`config.mk`:
```
export PLATFORM = sky130hd
export DESIGN_NAME = ts_clock_counter
export DESIGN_NICKNAME = d
export VERILOG_FILES = /design/src/rtl/ts_pkg.sv /design/src/rtl/ts_tick_gen.sv /design/src/rtl/ts_count_core.sv /design/src/rtl/ts_slice_read.sv /design/src/rtl/ts_clock_counter.sv
export SDC_FILE = /design/constraint.sdc
export NUM_CORES = 1
export LEC_CHECK = 0
export BUFFER_PORTS_ARGS = -buffer_cell sky130_fd_sc_hd__buf_2
export CAP_MARGIN = 5
export CELL_PAD_IN_SITES_DETAIL_PLACEMENT = 1
export CELL_PAD_IN_SITES_GLOBAL_PLACEMENT = 2
export CORE_ASPECT_RATIO = 0.5
export CORE_MARGIN = 2
export CORE_UTILIZATION = 37
export DETAILED_ROUTE_END_ITERATION = 16
export HOLD_SLACK_MARGIN = 0.08
export PLACE_DENSITY_LB_ADDON = 0.1
export SYNTH_ARGS = -nofsm -noshare
export SYNTH_HDL_FRONTEND = slang
export SYNTH_HIERARCHICAL = 1
export SYNTH_SLANG_ARGS = --single-unit
export TNS_END_PERCENT = 20
```
`constraint.sdc`:
```
create_clock -name clk -period 2.8 [get_ports clk]
set_input_delay 0.7 -clock clk [delete_from_list [all_inputs] [get_ports clk]]
set_output_delay 0.7 -clock clk [all_outputs]
set_load 0.01 [all_outputs]
```
`src/rtl/ts_pkg.sv`:
```
package ts_pkg;
  localparam logic [1:0] TS_SRC_EXT = 2'd1;
  localparam int         TS_NSLICE  = 4;
endpackage

```
`src/rtl/ts_tick_gen.sv`:
```
module ts_tick_gen #(
  parameter int DIV = 4
) (
  input  logic       clk,
  input  logic       rst_n,
  input  logic       clr,
  input  logic       veto,
  input  logic [1:0] clk_sel,
  input  logic       ext_ts_clk,
  output logic       tick,
  output logic       tick_out
);
  import ts_pkg::*;
  localparam int PH_W = (DIV > 2) ? $clog2(DIV) : 1;
  localparam logic [PH_W-1:0] PH_LAST = PH_W'(DIV - 1);
  localparam logic [PH_W-1:0] PH_HALF = PH_W'(DIV / 2);

  logic [PH_W-1:0] phase_q, phase_d;
  logic [2:0]      ext_q, ext_d;
  logic            use_ext, raw_tick, raw_level;

  assign use_ext = (clk_sel == TS_SRC_EXT);

  always_comb begin
    phase_d = clr ? '0 : ((phase_q == PH_LAST) ? '0 : phase_q + 1'b1);
    ext_d   = {ext_q[1:0], ext_ts_clk};
  end

  always_ff @(posedge clk or negedge rst_n) begin
    if (!rst_n) begin
      phase_q <= '0;
      ext_q   <= '0;
    end else begin
      phase_q <= phase_d;
      ext_q   <= ext_d;
    end
  end

  always_comb begin
    if (use_ext) begin
      raw_tick  = ext_q[1] & ~ext_q[2];
      raw_level = ext_q[1];
    end else begin
      raw_tick  = (phase_q == PH_LAST);
      raw_level = (phase_q >= PH_HALF);
    end
    tick     = raw_tick & ~veto;
    tick_out = raw_level & ~veto;
  end

  // veto silences both the count pulse and the exported clock
  assert_veto_quiet_R2: assert property (@(posedge clk) disable iff (!rst_n)
    veto |-> (!tick && !tick_out));
  // internal ticks never come on back-to-back cycles
  assert_int_spacing_R1: assert property (@(posedge clk) disable iff (!rst_n)
    (tick && !use_ext && !clr) |=> (!tick || use_ext));
  // clear puts the divider back to phase zero
  assert_phase_clear_R7: assert property (@(posedge clk) disable iff (!rst_n)
    clr |=> (phase_q == '0));
endmodule

```
`src/rtl/ts_count_core.sv`:
```
module ts_count_core #(
  parameter int CNT_W = 64
) (
  input  logic             clk,
  input  logic             rst_n,
  input  logic             clr,
  input  logic             sync_en,
  input  logic             tick,
  output logic [CNT_W-1:0] cnt
);
  logic [CNT_W-1:0] cnt_q, cnt_d;
  logic             cnt_en;

  always_comb begin
    cnt_en = clr | ~sync_en | tick;
    if (clr || !sync_en) cnt_d = '0;
    else                 cnt_d = cnt_q + 1'b1;
  end

  always_ff @(posedge clk or negedge rst_n) begin
    if (!rst_n)      cnt_q <= '0;
    else if (cnt_en) cnt_q <= cnt_d;
  end

  assign cnt = cnt_q;

  // count pinned at zero while sync is off
  assert_hold_zero_R8: assert property (@(posedge clk) disable iff (!rst_n)
    !sync_en |=> (cnt_q == '0));
  // clear zeros the count
  assert_clear_R7: assert property (@(posedge clk) disable iff (!rst_n)
    clr |=> (cnt_q == '0));
  // each accepted tick adds exactly one
  assert_step_R1: assert property (@(posedge clk) disable iff (!rst_n)
    (tick && sync_en && !clr) |=> (cnt_q == $past(cnt_q) + 1'b1));
  // without a tick the count stays put
  assert_no_tick_hold_R2: assert property (@(posedge clk) disable iff (!rst_n)
    (!tick && sync_en && !clr) |=> $stable(cnt_q));
endmodule

```
`src/rtl/ts_slice_read.sv`:
```
module ts_slice_read #(
  parameter int SLICE_W = 16,
  parameter int WORD_W  = 24,
  parameter int ADDR_W  = 4
) (
  input  logic                          clk,
  input  logic                          rst_n,
  input  logic                          rd_en,
  input  logic [ADDR_W-1:0]             rd_addr,
  input  logic [ts_pkg::TS_NSLICE*SLICE_W-1:0] cnt,
  output logic [WORD_W-1:0]             rd_data
);
  import ts_pkg::*;
  localparam int CNT_W = TS_NSLICE * SLICE_W;
  localparam int PAD_W = WORD_W - SLICE_W;

  logic [CNT_W-1:0]   snap_q, snap_d;
  logic [WORD_W-1:0]  data_q, data_d, sel_word;
  logic [SLICE_W-1:0] snap_slc [TS_NSLICE];
  logic               take_snap;

  for (genvar g = 0; g < TS_NSLICE; g++) begin : g_slc
    assign snap_slc[g] = snap_q[g*SLICE_W +: SLICE_W];
  end

  assign take_snap = rd_en && (rd_addr == ADDR_W'(1));

  always_comb begin
    sel_word = '0;
    if (rd_addr == ADDR_W'(1)) sel_word = {{PAD_W{1'b0}}, cnt[SLICE_W-1:0]};
    for (int i = 1; i < TS_NSLICE; i++) begin
      if (rd_addr == ADDR_W'(i + 1)) sel_word = {{PAD_W{1'b0}}, snap_slc[i]};
    end
    data_d = rd_en ? sel_word : data_q;
    snap_d = take_snap ? cnt : snap_q;
  end

  always_ff @(posedge clk or negedge rst_n) begin
    if (!rst_n) begin
      snap_q <= '0;
      data_q <= '0;
    end else begin
      snap_q <= snap_d;
      data_q <= data_d;
    end
  end

  assign rd_data = data_q;

  // a low-slice read captures the live count
  assert_snapshot_R6: assert property (@(posedge clk) disable iff (!rst_n)
    take_snap |=> (snap_q == $past(cnt)));
  // the snapshot does not move between low-slice reads
  assert_snap_hold_R6: assert property (@(posedge clk) disable iff (!rst_n)
    !take_snap |=> $stable(snap_q));
  // read data only changes after a strobe
  assert_data_hold_R5: assert property (@(posedge clk) disable iff (!rst_n)
    !rd_en |=> $stable(data_q));
endmodule

```
`src/rtl/ts_clock_counter.sv`:
```
module ts_clock_counter #(
  parameter int SLICE_W = 16,
  parameter int WORD_W  = 24,
  parameter int DIV     = 4,
  parameter int ADDR_W  = 4
) (
  input  logic              clk,
  input  logic              rst_n,
  input  logic              clr,
  input  logic              veto,
  input  logic              sync_en,
  input  logic [1:0]        clk_sel,
  input  logic              ext_ts_clk,
  input  logic              rd_en,
  input  logic [ADDR_W-1:0] rd_addr,
  output logic [WORD_W-1:0] rd_data,
  output logic              tick_out
);
  localparam int CNT_W = ts_pkg::TS_NSLICE * SLICE_W;

  logic             tick;
  logic [CNT_W-1:0] cnt;

  ts_tick_gen #(.DIV(DIV)) u_tick (
    .clk(clk), .rst_n(rst_n), .clr(clr), .veto(veto), .clk_sel(clk_sel),
    .ext_ts_clk(ext_ts_clk), .tick(tick), .tick_out(tick_out)
  );

  ts_count_core #(.CNT_W(CNT_W)) u_core (
    .clk(clk), .rst_n(rst_n), .clr(clr), .sync_en(sync_en), .tick(tick), .cnt(cnt)
  );

  ts_slice_read #(.SLICE_W(SLICE_W), .WORD_W(WORD_W), .ADDR_W(ADDR_W)) u_read (
    .clk(clk), .rst_n(rst_n), .rd_en(rd_en), .rd_addr(rd_addr), .cnt(cnt),
    .rd_data(rd_data)
  );

  // a vetoed cycle leaves the count unchanged
  assert_veto_hold_R2: assert property (@(posedge clk) disable iff (!rst_n)
    (veto && !clr && sync_en) |=> $stable(cnt));
endmodule

```
**Word level (Yosys, flattened, before mapping)**

Cells that the tools add are included.
W data, S select, Z words.

- Flip-flop bits (word level): 157
- Word-level logic and storage cells: 34
- Bits of input ports: 13

- Bitwise logic cells: 8
- $add $sub $neg: 2
- Reduce and logical (&&, ||, !) cells: 3
- Equality and inequality tests: 6
- Muxes and demuxes: 9
- $lt $le $gt $ge: 1

Operator list:

| operator | count |
|---|---|
| $mux W24 | 3 |
| $add A64 B1 Y64 const B | 1 |
| $mux W64 | 1 |
| $mux W16 | 1 |
| $eq A4 B2 Y1 const B | 2 |
| $eq A4 B1 Y1 const B | 1 |
| $eq A4 B3 Y1 const B | 1 |
| $mux W2 | 2 |
| $and A1 B1 Y1 | 3 |
| $not A1 Y1 | 3 |
| $add A2 B1 Y2 const B | 1 |
| $eq A2 B1 Y1 const B | 1 |
| $eq A2 B2 Y1 const B | 1 |
| $ge A2 B2 Y1 const B | 1 |
| $mux W1 | 2 |
| $or A1 B1 Y1 | 2 |
| $logic_and A1 B1 Y1 | 1 |
| $logic_not A1 Y1 | 1 |
| $logic_or A1 B1 Y1 | 1 |

**Logic depth before layout (Yosys ltp)**

Gate-level depths: netlist (run 1).

- Depth after elaboration: 5
- Mapped depth: 11

**Cells and area by module**

Netlist (run 1), hierarchy kept.

Modules (own cells, without submodules):

| module | area an instance (µm²) | cells each | instances | sequential area each (µm²) |
|---|---|---|---|---|
| ts_count_core | 3,678.5 | 412 | 1 | 1,601.5 |
| ts_slice_read | 3,076.7 | 242 | 1 | 1,601.5 |
| ts_tick_gen | 205.2 | 17 | 1 | 125.1 |

**Worst setup path before layout (run 1)**

Ideal clock, no wire load.

- Path type: input-to-reg
- From: input port clk_sel[1]
- To: register u_core.cnt_q[50] (netlist: u_core/cnt[50])
- Arrival: 2.921 ns
- Path slack: -0.256 ns
- Stages on the path: 11
- Cells stage by stage: and4bb_2 a21oi_1 nor2_1 clkbuf_1 nand3_1 or2_2 or4_4 buf_6 buf_6 o41ai_1 a21oi_1

- Cells in the longest elaborated chain, start to end: 4

Ends and longest elaborated chain:

| item | line | RTL |
|---|---|---|
| start, declared | ts_clock_counter.sv:12 | `input logic [1:0] clk_sel,` |
| $eq A2 B1 Y1 | ts_tick_gen.sv:22 | `assign use_ext = (clk_sel == TS_SRC_EXT);` |
| $mux W1 | ts_tick_gen.sv:40 | `if (use_ext) begin` |
| $and A1 B1 Y1 | ts_tick_gen.sv:47 | `tick = raw_tick & ~veto;` |
| net tick | ts_clock_counter.sv:21 | `logic tick;` |
| $or A1 B1 Y1 | ts_count_core.sv:15 | `cnt_en = clr \| ~sync_en \| tick;` |
| end signal, assigned | ts_count_core.sv:22 | `else if (cnt_en) cnt_q <= cnt_d;` |
| end, declared | ts_count_core.sv:11 | `logic [CNT_W-1:0] cnt_q, cnt_d;` |

The timed path passes the listed nets, and every way through them passes these cells.
A chain may end at the register's enable or synchronous reset.

**Worst setup path after layout (run 1)**

- From: input port clk_sel[1]
- To: register u_core.cnt_q[15] (netlist: u_core/cnt[15])

Same word-level chain as after synthesis.

==> impl_results.md, run 1 <==
- Area Overhead vs Synth: 19.2%
- Die area: approximately 20000 um^2
- Largest cells by area after synthesis: dfrtp_1 48%, mux2_2 4.7%, mux2_4 4.3%
- Largest net degree at the start of global routing: 56
- R2R depth: 10
- Top FF cell, synth: dfrtp_1
- Clk sinks: about 130
- Ports: 38
- Top cell type's share of synthesized area: 0.478
- DRC Markers: 0
- Final Hold Fails: 0
- H-tree lvl count: 4
- Rel. slew slack: 0.560
- Die width: around 200 um
- CP top delay family: simple AND/OR/NAND/NOR gates
- Crit path time final: about 2.7 ns
- Synth warn: 6
- Critical Path RT: 3.14 ns
- Combinational power share: 0.053
- Core area: roughly 18000 um^2
- Worst reg2reg setup slack: roughly 0.15 ns
- Switching part of the total power: 0.249
- Synth unique cells: between 50 and 60
- Seq cells post-synth: about 130
- RR Endpoint: u_core/cnt[15]$_DFFE_PN0P_
- Pwr Total: approximately 0.0044 W
- CTS-repair resized insts: 0
- CP arrival: around 3.0 ns
- Routed WL: 22.4 mm
- Worst path max stage delay: ~0.50 ns
- Sw power: ~0.0011 W
- Max Slew Vio Count: 0
- Max cap viols: 0
- Initial antenna violation count: 0
- Post-synthesis cell area: 6960 um^2
- Hold crit path type: in -> async
- Run status: finished clean
- Avg Cell Area, Syn: roughly 10 um^2
- Sequential share of power: 0.449
- Crit share post-route: 0.949
- Async SR Flop Fraction: 1.00
- Number of synthesized flops with an enable pin: 0
- Vias in the first global route: between 5000 and 6000
- Layout fillers: roughly 2100
- Worst-path fanout max: 10
- Worst slew pin tran: around 0.66 ns
- Clock power frac: 0.497
- ANT cells: 0
- Power per cell area: about 530 nW/um^2
- DRT Pass-1 Iters: 5
- Largest area contributor in the netlist: dfrtp_1
- Crit path top cell by count: buf_4
- Leak: ~3.4 nW
- GRT overflow: 0
- Clock transition at path regs: approximately 0.060 ns
- Root buffer cell: clkbuf_16
- Post-CTS setup buffer count: 0
- DR vias: 5757
- Post-synthesis sequential area ratio: 0.478
- Hold WS: 0.246 ns
- Initial Utilization: 0.378
- DRT antenna net count: 0
- Cells after Synth: about 670
- Crit-path slowest cell: or4_1
- GRT Total Usage: 0.236
- Fraction of layout cells with a size suffix above 1: 0.270
- Routed WL per cell: 21.9 um
- Hold_buf cts: 0
- WS Path Type: in -> reg
- Detailed Place HPWL: between 15 and 20 mm
- I/O Buffers: 29
- Final instance area: a little over 8000 um^2
- Fmax: between 300 and 400 MHz
- Endpoints failing setup: 0
- GP Congestion: 0.795
- Chip height: between 100 and 150 um
- Dpl cell area: just under 8000 um^2
- Startpoint Class: input port
- CTS buffer count: 17
- CTS max path bufs: 2
- Site row count: 35
- CTS tree: done
- DRT iter0 DRCs: approximately 340
- CP Capture Type: flip-flop
- Peak VDD IR: approximately 420 uV
- Via density: about 5.6
- Int Power: 0.00328 W
- First-pass GRT wire length: roughly 35 mm
- Critical Path, Cell by Cell: buf_2 -> and4bb_2 -> a21oi_1 -> nor2_1 -> buf_4 -> buf_4 -> nand4_1 -> or4_1 -> buf_4 -> or3_2 -> a21oi_1
- Clk_lat worst skew: about 0.42 ns
- Util after Layout: 0.450
- Crit Reg-Reg Startpoint: u_tick/ext_q[2]$_DFF_PN0_
- Final net count: between 700 and 800
- Buffers and inverters on the worst path: 4
- Total negative slack: 0 ns
- Worst-case clock skew: between 0.01 and 0.015 ns
-- placed cells by master (no fill, tap or decap), types with 15 or more instances in the layout --
master,Yosys,layout
a21o_1,16,16
xnor2_1,19,19
nand4_1,32,32
nand3_1,24,23
buf_4,12,65
inv_1,16,16
mux2_4,20,20
dfrtp_1,133,133
a31oi_1,16,16
buf_2,3,28
a21oi_1,34,34
or3_1,20,20
clkbuf_16,0,17
nand2_1,39,39
o2111ai_1,15,15
mux2_2,29,29
nor2_1,62,62
nor4_1,19,17
o21ai_0,17,17
nand3b_1,16,16
-- sequential cells by signal, summed over array words and instances, names as in the netlist --
signal and cells:
u_core/cnt 64, u_tick/phase_q 2, u_read/rd_data 16, u_read/snap_q 48, u_tick/ext_q 3
-- metal layers --
| layer | track usage | up-vias | routed length (um) |
|---|---|---|---|
| met5 | 0 | - | 0 |
| met4 | 0.0549 | 0 | 209 |
| met3 | 0.0462 | 14 | 976 |
| met2 | 0.359 | 111 | 9780 |
| met1 | 0.348 | 3011 | 11400 |
| li1 | - | 2621 | - |
-- Yosys cell counts, types with 15 or more instances --
cell type,number
nand3b_1,16
a31oi_1,16
mux2_2,29
o2111ai_1,15
nor2_1,62
nand3_1,24
a21o_1,16
clkbuf_1,19
o21ai_0,17
nand4_1,32
xnor2_1,19
mux2_4,20
nand2_1,39
or3_1,20
a21oi_1,34
inv_1,16
nor4_1,19
dfrtp_1,133
-- cell type report --
class	instances	area, um^2	share of cell area
flip-flops and latches	133	3330	0.401
clock inverters	13	123	0.0148
clock buffers	19	443	0.0534
inverters	16	60.1	0.00724
repair buffers	96	679	0.0819
multi-input cells	485	3340	0.403
well taps	259	324	0.0391
-- worst max-delay path by stage --
stage | from | end | slack [ns] | depth (start not counted)
2_1_floorplan | clk_sel[1] | u_core/cnt[56]$_DFFE_PN0P_ | -0.02 | 11
3_3_place_gp | clk_sel[1] | u_core/cnt[54]$_DFFE_PN0P_ | -0.21 | 10
3_5_place_dp | clk_sel[1] | u_core/cnt[61]$_DFFE_PN0P_ | -0.40 | 12
4_1_cts | u_tick/ext_q[2]$_DFF_PN0_ | u_core/cnt[61]$_DFFE_PN0P_ | 0.002 | 11
5_1_grt | u_tick/ext_q[2]$_DFF_PN0_ | u_core/cnt[61]$_DFFE_PN0P_ | -0.002 | 11
6_report | clk_sel[1] | u_core/cnt[15]$_DFFE_PN0P_ | 0.14 | 11
-- stage by stage --
step | worst slack (ns) | std cells
after global placement | -0.207 | 989
after CTS | 0.00225 | 1021
after global routing | -0.00230 | 1021
after detailed placement | -0.402 | 989
after floorplan | -0.0203 | 678
final | 0.144 | 1021
-- power by group through the flow --
stage	sequential (W)	combinational [W]	clock, W
6_report	0.00196	0.000231	0.00217
5_1_grt	0.00196	0.000258	0.00232
4_1_cts	0.00196	0.000235	0.00223
3_5_place_dp	0.00200	0.000234	0
3_3_place_gp	0.00200	0.000233	0
2_1_floorplan	0.00200	0.000117	0
-- worst register-to-register path, delay by kind of cell (launching register included) --
family | cells | cell delay [ns]
flip-flops | 1 | 0.37
buffers and inverters | 3 | 0.48
AO/OA/AOI/OAI | 2 | 0.19
AND/OR/NAND/NOR | 5 | 1.51
-- cell families (layout without fill, tap and decap cells) --
group | Yosys count | count (layout) | share of synthesized area
multiplexers | 50 | 50 | 0.0915
other | 1 | 8 | 0.000539
AND/OR/NAND/NOR | 278 | 278 | 0.226
adder cells (fa/ha/maj) | 3 | 3 | 0.00539
AO/OA/AOI/OAI | 116 | 116 | 0.110
XOR/XNOR | 30 | 30 | 0.0377
buffers and inverters | 60 | 144 | 0.0512
flip-flops | 133 | 133 | 0.478
No activity file was read; power rests on OpenSTA's default activity.
==> inputs of run 2 (changes only) <==
--- a/config.mk
+++ b/config.mk
@@ -9,10 +9,10 @@
 export CAP_MARGIN = 5
 export CELL_PAD_IN_SITES_DETAIL_PLACEMENT = 1
 export CELL_PAD_IN_SITES_GLOBAL_PLACEMENT = 2
-export CORE_ASPECT_RATIO = 0.5
 export CORE_MARGIN = 2
 export CORE_UTILIZATION = 37
 export DETAILED_ROUTE_END_ITERATION = 16
+export GPL_TIMING_DRIVEN = 0
 export HOLD_SLACK_MARGIN = 0.08
 export PLACE_DENSITY_LB_ADDON = 0.1
 export SYNTH_ARGS = -nofsm -noshare
==> constraint.sdc (replaced) <==
create_clock -name clk -period 2.4 [get_ports clk]
set_input_delay 0.6 -clock clk [delete_from_list [all_inputs] [get_ports clk]]
set_output_delay 0.6 -clock clk [all_outputs]
set_load 0.01 [all_outputs]
==> impl_results.md, run 2 (synthesis results as in run 1) <==
- Worst slew pin tran: 0.800 ns (was 0.660 ns)
- Max cap viols: 0 (unchanged)
- Worst path max stage delay: 0.58 ns (was 0.50 ns)
- Total negative slack: -4.27 ns (was 0 ns)
- Most common cell after layout, fill and taps aside: dfrtp_1 (unchanged)
- Initial Utilization: 0.375 (was 0.378)
- Fmax: between 300 and 400 MHz
- Die area: 19900 um^2 (was 20000 um^2)
- Worst-case clock skew: 0.00850 ns (was 0.0125 ns)
- Setup ws final: -0.242 ns (was 0.144 ns)
- Clock power frac: 0.508 (was 0.497)
- DRT antenna net count: 0 (unchanged)
- Layout fillers: 2026 (was 2055)
- Detailed Place HPWL: 16.6 mm (was 16.2 mm)
- Die width: 141 um (was 198 um)
- Clk sinks: 133 (unchanged)
- Site row count: 50 (was 35)
- CP Capture Type: flip-flop (unchanged)
- Pwr Total: 0.00525 W (was 0.00436 W)
- Unrepaired setup endpoints after global routing: true
- Core area: 18600 um^2 (was 18400 um^2)
- Crit-path slowest cell: or4_4 (was or4_1)
- Run status: finished with violations (was finished clean)
- Switching part of the total power: 0.252 (was 0.249)
- CP arrival: 2.99 ns (about the same)
- Hold crit path type: in -> async (unchanged)
- Rel. slew slack: 0.467 (was 0.560)
- Most frequent cells in the layout: 125 x dfrtp_1, 57 x nor2_1, 39 x nand2_1, 38 x buf_4, 32 x nand4_1 (was 133 x dfrtp_1, 65 x buf_4, 62 x nor2_1, 39 x nand2_1, 34 x a21oi_1)
- Endpoints failing setup: 30 (was 0)
- Max Slew Vio Count: 0 (unchanged)
- Power per cell area: 598 nW/um^2 (was 526 nW/um^2)
- CTS tree: done (unchanged)
- Crit path top cell by count: or4_4 (was buf_4)
- Vias in the first global route: 6093 (was 5700)
- Failing checks: negative setup slack
- Root buffer cell: clkbuf_16 (unchanged)
- CP top delay family: simple AND/OR/NAND/NOR gates (unchanged)
- Routed WL per cell: 23.6 um (was 21.9 um)
- Final Hold Fails: 0 (unchanged)
- Routed WL: 23.7 mm (was 22.4 mm)
- Clk_lat worst skew: 0.43 ns (was 0.42 ns)
- Initial antenna violation count: 0 (unchanged)
- Critical Path, Cell by Cell: nand4_4 -> or4_4 -> or4_4 -> buf_12 -> buf_16 -> or3_1 -> a21oi_2 (was buf_2 -> and4bb_2 -> a21oi_1 -> nor2_1 -> buf_4 -> buf_4 -> nand4_1 -> or4_1 -> buf_4 -> or3_2 -> a21oi_1)
- Startpoint Class: flip-flop (was input port)
- Number of flip-flops under the largest register name: 64 (unchanged)
- Area Overhead vs Synth: 26.0% (was 19.2%)
- First-pass GRT wire length: 36.6 mm (was 34.7 mm)
- Crit path time final: 2.64 ns
- ANT cells: 0 (unchanged)
- Peak VDD IR: 437 uV (was 416 uV)
- DRC Markers: 0 (unchanged)
- DR vias: 5887 (was 5757)
- Crit share post-route: 1.10
- Leak: 3.61 nW (was 3.41 nW)
- Critical Path RT: 2.75 ns (was 3.14 ns)
- H-tree lvl count: 4 (unchanged)
- Hold WS: 0.0746 ns (was 0.246 ns)
- Combinational power share: 0.056 (was 0.053)
- Sequential share of power: 0.436 (was 0.449)
- CTS max path bufs: 2 (unchanged)
- GRT Total Usage: 0.245 (was 0.236)
- Largest net degree at the start of global routing: 95 (was 56)
- Via density: 5.86 (was 5.64)
- Fraction of layout cells with a size suffix above 1: 0.327 (was 0.270)
- I/O Buffers: 27 (was 29)
- Final net count: 773 (was 765)
- Sw power: 0.00132 W (was 0.00109 W)
- DRT Pass-1 Iters: 6 (was 5)
- GP Congestion: 0.924 (was 0.795)
- Clock transition at path regs: 0.06 ns (about the same)
- CTS buffer count: 17 (unchanged)
- Worst-path fanout max: 8 (was 10)
- Hold_buf cts: 0 (unchanged)
- GRT overflow: 0 (unchanged)
- Int Power: 0.00393 W (was 0.00328 W)
- Ports: 38 (unchanged)
- Chip height: 141 um (was 101 um)
- DRT iter0 DRCs: 485 (was 341)
- Worst reg2reg setup slack: -0.24 ns (was 0.15 ns)
- WS Path Type: reg -> reg (was in -> reg)
- Buffers and inverters on the worst path: 2 (was 4)
## run 2: area by class of cell
type,count,area [um^2],area share
sequential,133,3340,0.380
clock inverter,15,175,0.0200
tap,234,293,0.0334
inverter,16,60.1,0.00685
timing repair buffer,62,483,0.0550
clock buffer,17,425,0.0485
multi-input combinational,485,3700,0.422
buffer,42,297,0.0338
## run 2: final timing paths
check                      depth (start not counted)                              to                        from
min                                                1      u_core/cnt[17]$_DFFE_PN0P_                       rst_n
max                                                7      u_core/cnt[30]$_DFFE_PN0P_  u_core/cnt[11]$_DFFE_PN0P_
min in group clk                                   1       u_tick/ext_q[0]$_DFF_PN0_                  ext_ts_clk
max in group asynchronous                          2  u_read/rd_data[12]$_DFFE_PN0P_                       rst_n
max reg2reg                                        7      u_core/cnt[30]$_DFFE_PN0P_  u_core/cnt[11]$_DFFE_PN0P_
min reg2reg                                        0       u_tick/ext_q[1]$_DFF_PN0_   u_tick/ext_q[0]$_DFF_PN0_
## run 2: power groups by stage
| stage | sequential [W] | clock, W | combinational [W] |
|---|---|---|---|
| global placement | 0.00233 | 0 | 0.000274 |
| CTS | 0.00229 | 0.00272 | 0.000296 |
| floorplan | 0.00234 | 0 | 0.000136 |
| finish | 0.00229 | 0.00267 | 0.000293 |
| global route | 0.00229 | 0.00283 | 0.000324 |
| detailed placement | 0.00233 | 0 | 0.000287 |
## run 2: timing repair
item | CTS | global route
gates cloned | 2 | 0
resized for setup | 49 | 47
pin swaps | 27 | 36
endpoints found under the setup margin | 39 | 45
hold endpoints to repair | 0 | 0
buffers inserted | 16 | 16
## run 2: layer usage
layer	share of wire	vias up	GRT usage
met5	0	-	0
met4	0.018	0	0.0874
met3	0.038	23	0.0414
met2	0.48	159	0.387
met1	0.47	3061	0.341
li1	-	2644	-
## run 2: metrics by stage
step                      std cells  setup WS [ns]  instance area (um^2)   util
after CTS                       990         -0.330                  8490  0.457
final                          1004         -0.242                  8770  0.472
after global placement          939          -1.38                  7430  0.400
after floorplan                 678         -0.317                  7010      -
after detailed placement        940          -1.47                  7470  0.402
after global routing           1004         -0.338                  8770  0.472
==> inputs of run 3 (changes only) <==
--- a/config.mk
+++ b/config.mk
@@ -15,6 +15,7 @@
 export GPL_TIMING_DRIVEN = 0
 export HOLD_SLACK_MARGIN = 0.08
 export PLACE_DENSITY_LB_ADDON = 0.1
+export REMOVE_ABC_BUFFERS = 1
 export SYNTH_ARGS = -nofsm -noshare
 export SYNTH_HDL_FRONTEND = slang
 export SYNTH_HIERARCHICAL = 1
==> impl_results.md, run 3 (synthesis results as in run 1) <==
- Run status: finished with violations (unchanged)
- Failing checks: negative setup slack (unchanged)
- Routed WL: 23.0 mm (was 23.7 mm)
- Power per cell area: 585 nW/um^2 (was 598 nW/um^2)
- Util after Layout: 0.462 (was 0.472)
- Fmax: 391 MHz (was 378 MHz)
- Ports: 38 (unchanged)
- Register Area: 3340 um^2 (about the same)
- Worst-path fanout max: 6 (was 8)
- GRT overflow: 0 (unchanged)
- Gr busiest metal: met2 (unchanged)
- Max cap viols: 0 (unchanged)
- Max Slew Vio Count: 0 (unchanged)
- Layout fillers: 2019 (was 2026)
- Critical Path RT: 2.74 ns (was 2.75 ns)
- Via density: 5.79 (was 5.86)
- Placed cells: 899 (was 940)
- DRC Markers: 0 (unchanged)
- Met2 Usage GRT: 0.372 (was 0.387)
- Clk sinks: 133 (unchanged)
- Worst slew pin tran: 1.25 ns (was 0.800 ns)
- CP arrival: 2.90 ns (was 2.99 ns)
- Crit path time final: 2.55 ns (was 2.64 ns)
- Root buffer cell: clkbuf_16 (unchanged)
- Multi-input logic area: 3710 um^2 (was 3700 um^2)
- Crit path top cell by count: or4_4 (unchanged)
- DRT iter0 DRCs: 359 (was 485)
- Startpoint Class: flip-flop (unchanged)
- M3 GR Usage: 0.0567 (was 0.0414)
- DR vias: 5692 (was 5887)
- Die width: 141 um (unchanged)
- Crit. Startpoint: u_core/cnt[13]$_DFFE_PN0P_ (was u_core/cnt[11]$_DFFE_PN0P_)
- Hold_buf cts: 0 (unchanged)
- Routed WL per cell: 23.4 um (was 23.6 um)
- CTS tree: done (unchanged)
- Layout Cells excl Fill: 983 (was 1004)
- CTS buffer count: 17 (unchanged)
- Worst-case clock skew: 0.00913 ns (was 0.00850 ns)
- Leak: 3.52 nW (was 3.61 nW)
- Most common cell after layout, fill and taps aside: dfrtp_1 (unchanged)
- Hold crit path type: in -> async (unchanged)
- Crit Reg-Reg Startpoint: u_core/cnt[13]$_DFFE_PN0P_ (was u_core/cnt[11]$_DFFE_PN0P_)
- Fraction of layout cells with a size suffix above 1: 0.326 (was 0.327)
- Core area: 18600 um^2 (unchanged)
- H-tree lvl count: 4 (unchanged)
- Crit-path slowest cell: or4_4 (unchanged)
- Final net count: 756 (was 773)
- Vias in the first global route: 5938 (was 6093)
- GRT Total Usage: 0.237 (was 0.245)
- CP Capture Type: flip-flop (unchanged)
- GP Congestion: 0.815 (was 0.924)
- Unrepaired setup endpoints after global routing: true (unchanged)
- Critical Path, Cell by Cell: nand4_4 -> or4_4 -> or4_4 -> buf_8 -> or4_1 -> a21oi_2 (was nand4_4 -> or4_4 -> or4_4 -> buf_12 -> buf_16 -> or3_1 -> a21oi_2)
- Detailed Place HPWL: 14.5 mm (was 16.6 mm)
- CTS max path bufs: 2 (unchanged)
- Most frequent cells in the layout: 124 x dfrtp_1, 59 x nor2_1, 46 x buf_4, 38 x nand2_1, 32 x nand4_1 (was 125 x dfrtp_1, 57 x nor2_1, 39 x nand2_1, 38 x buf_4, 32 x nand4_1)
- Dpl ws: -1.87 ns (was -1.47 ns)
- Setup ws final: -0.154 ns (was -0.242 ns)
- Clock transition at path regs: 0.06 ns (about the same)
- ANT cells: 0 (unchanged)
- Die area: 19900 um^2 (unchanged)
- Number of flip-flops under the largest register name: 64 (unchanged)
- Final Hold Fails: 0 (unchanged)
- Worst path max stage delay: 0.59 ns (was 0.58 ns)
- Largest net degree at the start of global routing: 74 (was 95)
- Area Overhead vs Synth: 23.4% (was 26.0%)
- Endpoints failing setup: 24 (was 30)
- Total negative slack: -1.31 ns (was -4.27 ns)
- Rel. slew slack: 0.163 (was 0.467)
- First-pass GRT wire length: 35.7 mm (was 36.6 mm)
- Peak VDD IR: 404 uV (was 437 uV)
- I/O Buffers: 29 (was 27)
- Clk_lat worst skew: 0.42 ns (was 0.43 ns)
- Chip height: 141 um (unchanged)
- DRT Pass-1 Iters: 5 (was 6)
- Initial Utilization: 0.375 (unchanged)
- Buffers and inverters on the worst path: 1 (was 2)
- DRT antenna net count: 0 (unchanged)
- Initial antenna violation count: 0 (unchanged)
- Hold WS: 0.168 ns (was 0.0746 ns)
- Crit share post-route: 1.06 (was 1.10)
- Met1 GRT Util: 0.325 (was 0.341)
- WS Path Type: reg -> reg (unchanged)
- CP top delay family: simple AND/OR/NAND/NOR gates (unchanged)
- Site row count: 50 (unchanged)
## run 3: worst paths after layout
| path | end | slack [ns] | depth (start not counted) |
|---|---|---|---|
| worst max-delay path | u_core/cnt[48]$_DFFE_PN0P_ | -0.15 | 6 |
| worst min-delay path | u_core/cnt[0]$_DFFE_PN0P_ | 0.17 | 1 |
| worst max register to register | u_core/cnt[48]$_DFFE_PN0P_ | -0.15 | 6 |
| worst min register to register | u_tick/ext_q[1]$_DFF_PN0_ | 0.36 | 0 |
| max in group asynchronous | u_core/cnt[61]$_DFFE_PN0P_ | 1.45 | 2 |
| min in group clk | u_tick/ext_q[0]$_DFF_PN0_ | 0.29 | 1 |
## run 3: worst register-to-register path, cell delays in order (launching register included)
cell and delay, ns:
dfrtp_2 0.43, nand4_4 0.15, or4_4 0.59, or4_4 0.58, buf_8 0.18, or4_1 0.43, a21oi_2 0.13
## run 3: power by group
part | switching [W] | total, W | leakage [nW] | internal [W]
Combinational | 0.000186 | 0.000267 | 1.44 | 0.0000809
Sequential | 0.0000162 | 0.00229 | 1.81 | 0.00227
Clock | 0.000935 | 0.00247 | 0.270 | 0.00154
## run 3: per-layer routing
metal  share of wire  routed length, um
met5               0                  0
met2            0.47              10900
met1            0.47              10900
met4           0.017                397
met3           0.035                807
## run 3: layout make-up
type,instances,area share
clock buffers,24,0.0584
well taps,234,0.0341
repair buffers,84,0.0737
clock inverters,4,0.00554
inverters,16,0.00699
multi-input cells,488,0.432
flip-flops and latches,133,0.389
## run 3: stage by stage
| stage | power (W) | area [um^2] |
|---|---|---|
| after CTS | 0.00509 | 8270 |
| after global placement | 0.00257 | 7130 |
| after detailed placement | 0.00259 | 7190 |
| final | 0.00503 | 8590 |
| after global routing | 0.00523 | 8590 |
| after floorplan | 0.00243 | 6690 |
## run 3: timing repair
action,4_1_cts,5_1_grt
pin swaps,30,19
setup buffers,28,25
gates resized for setup,64,27
cloned,1,2
setup endpoints to repair,108,70
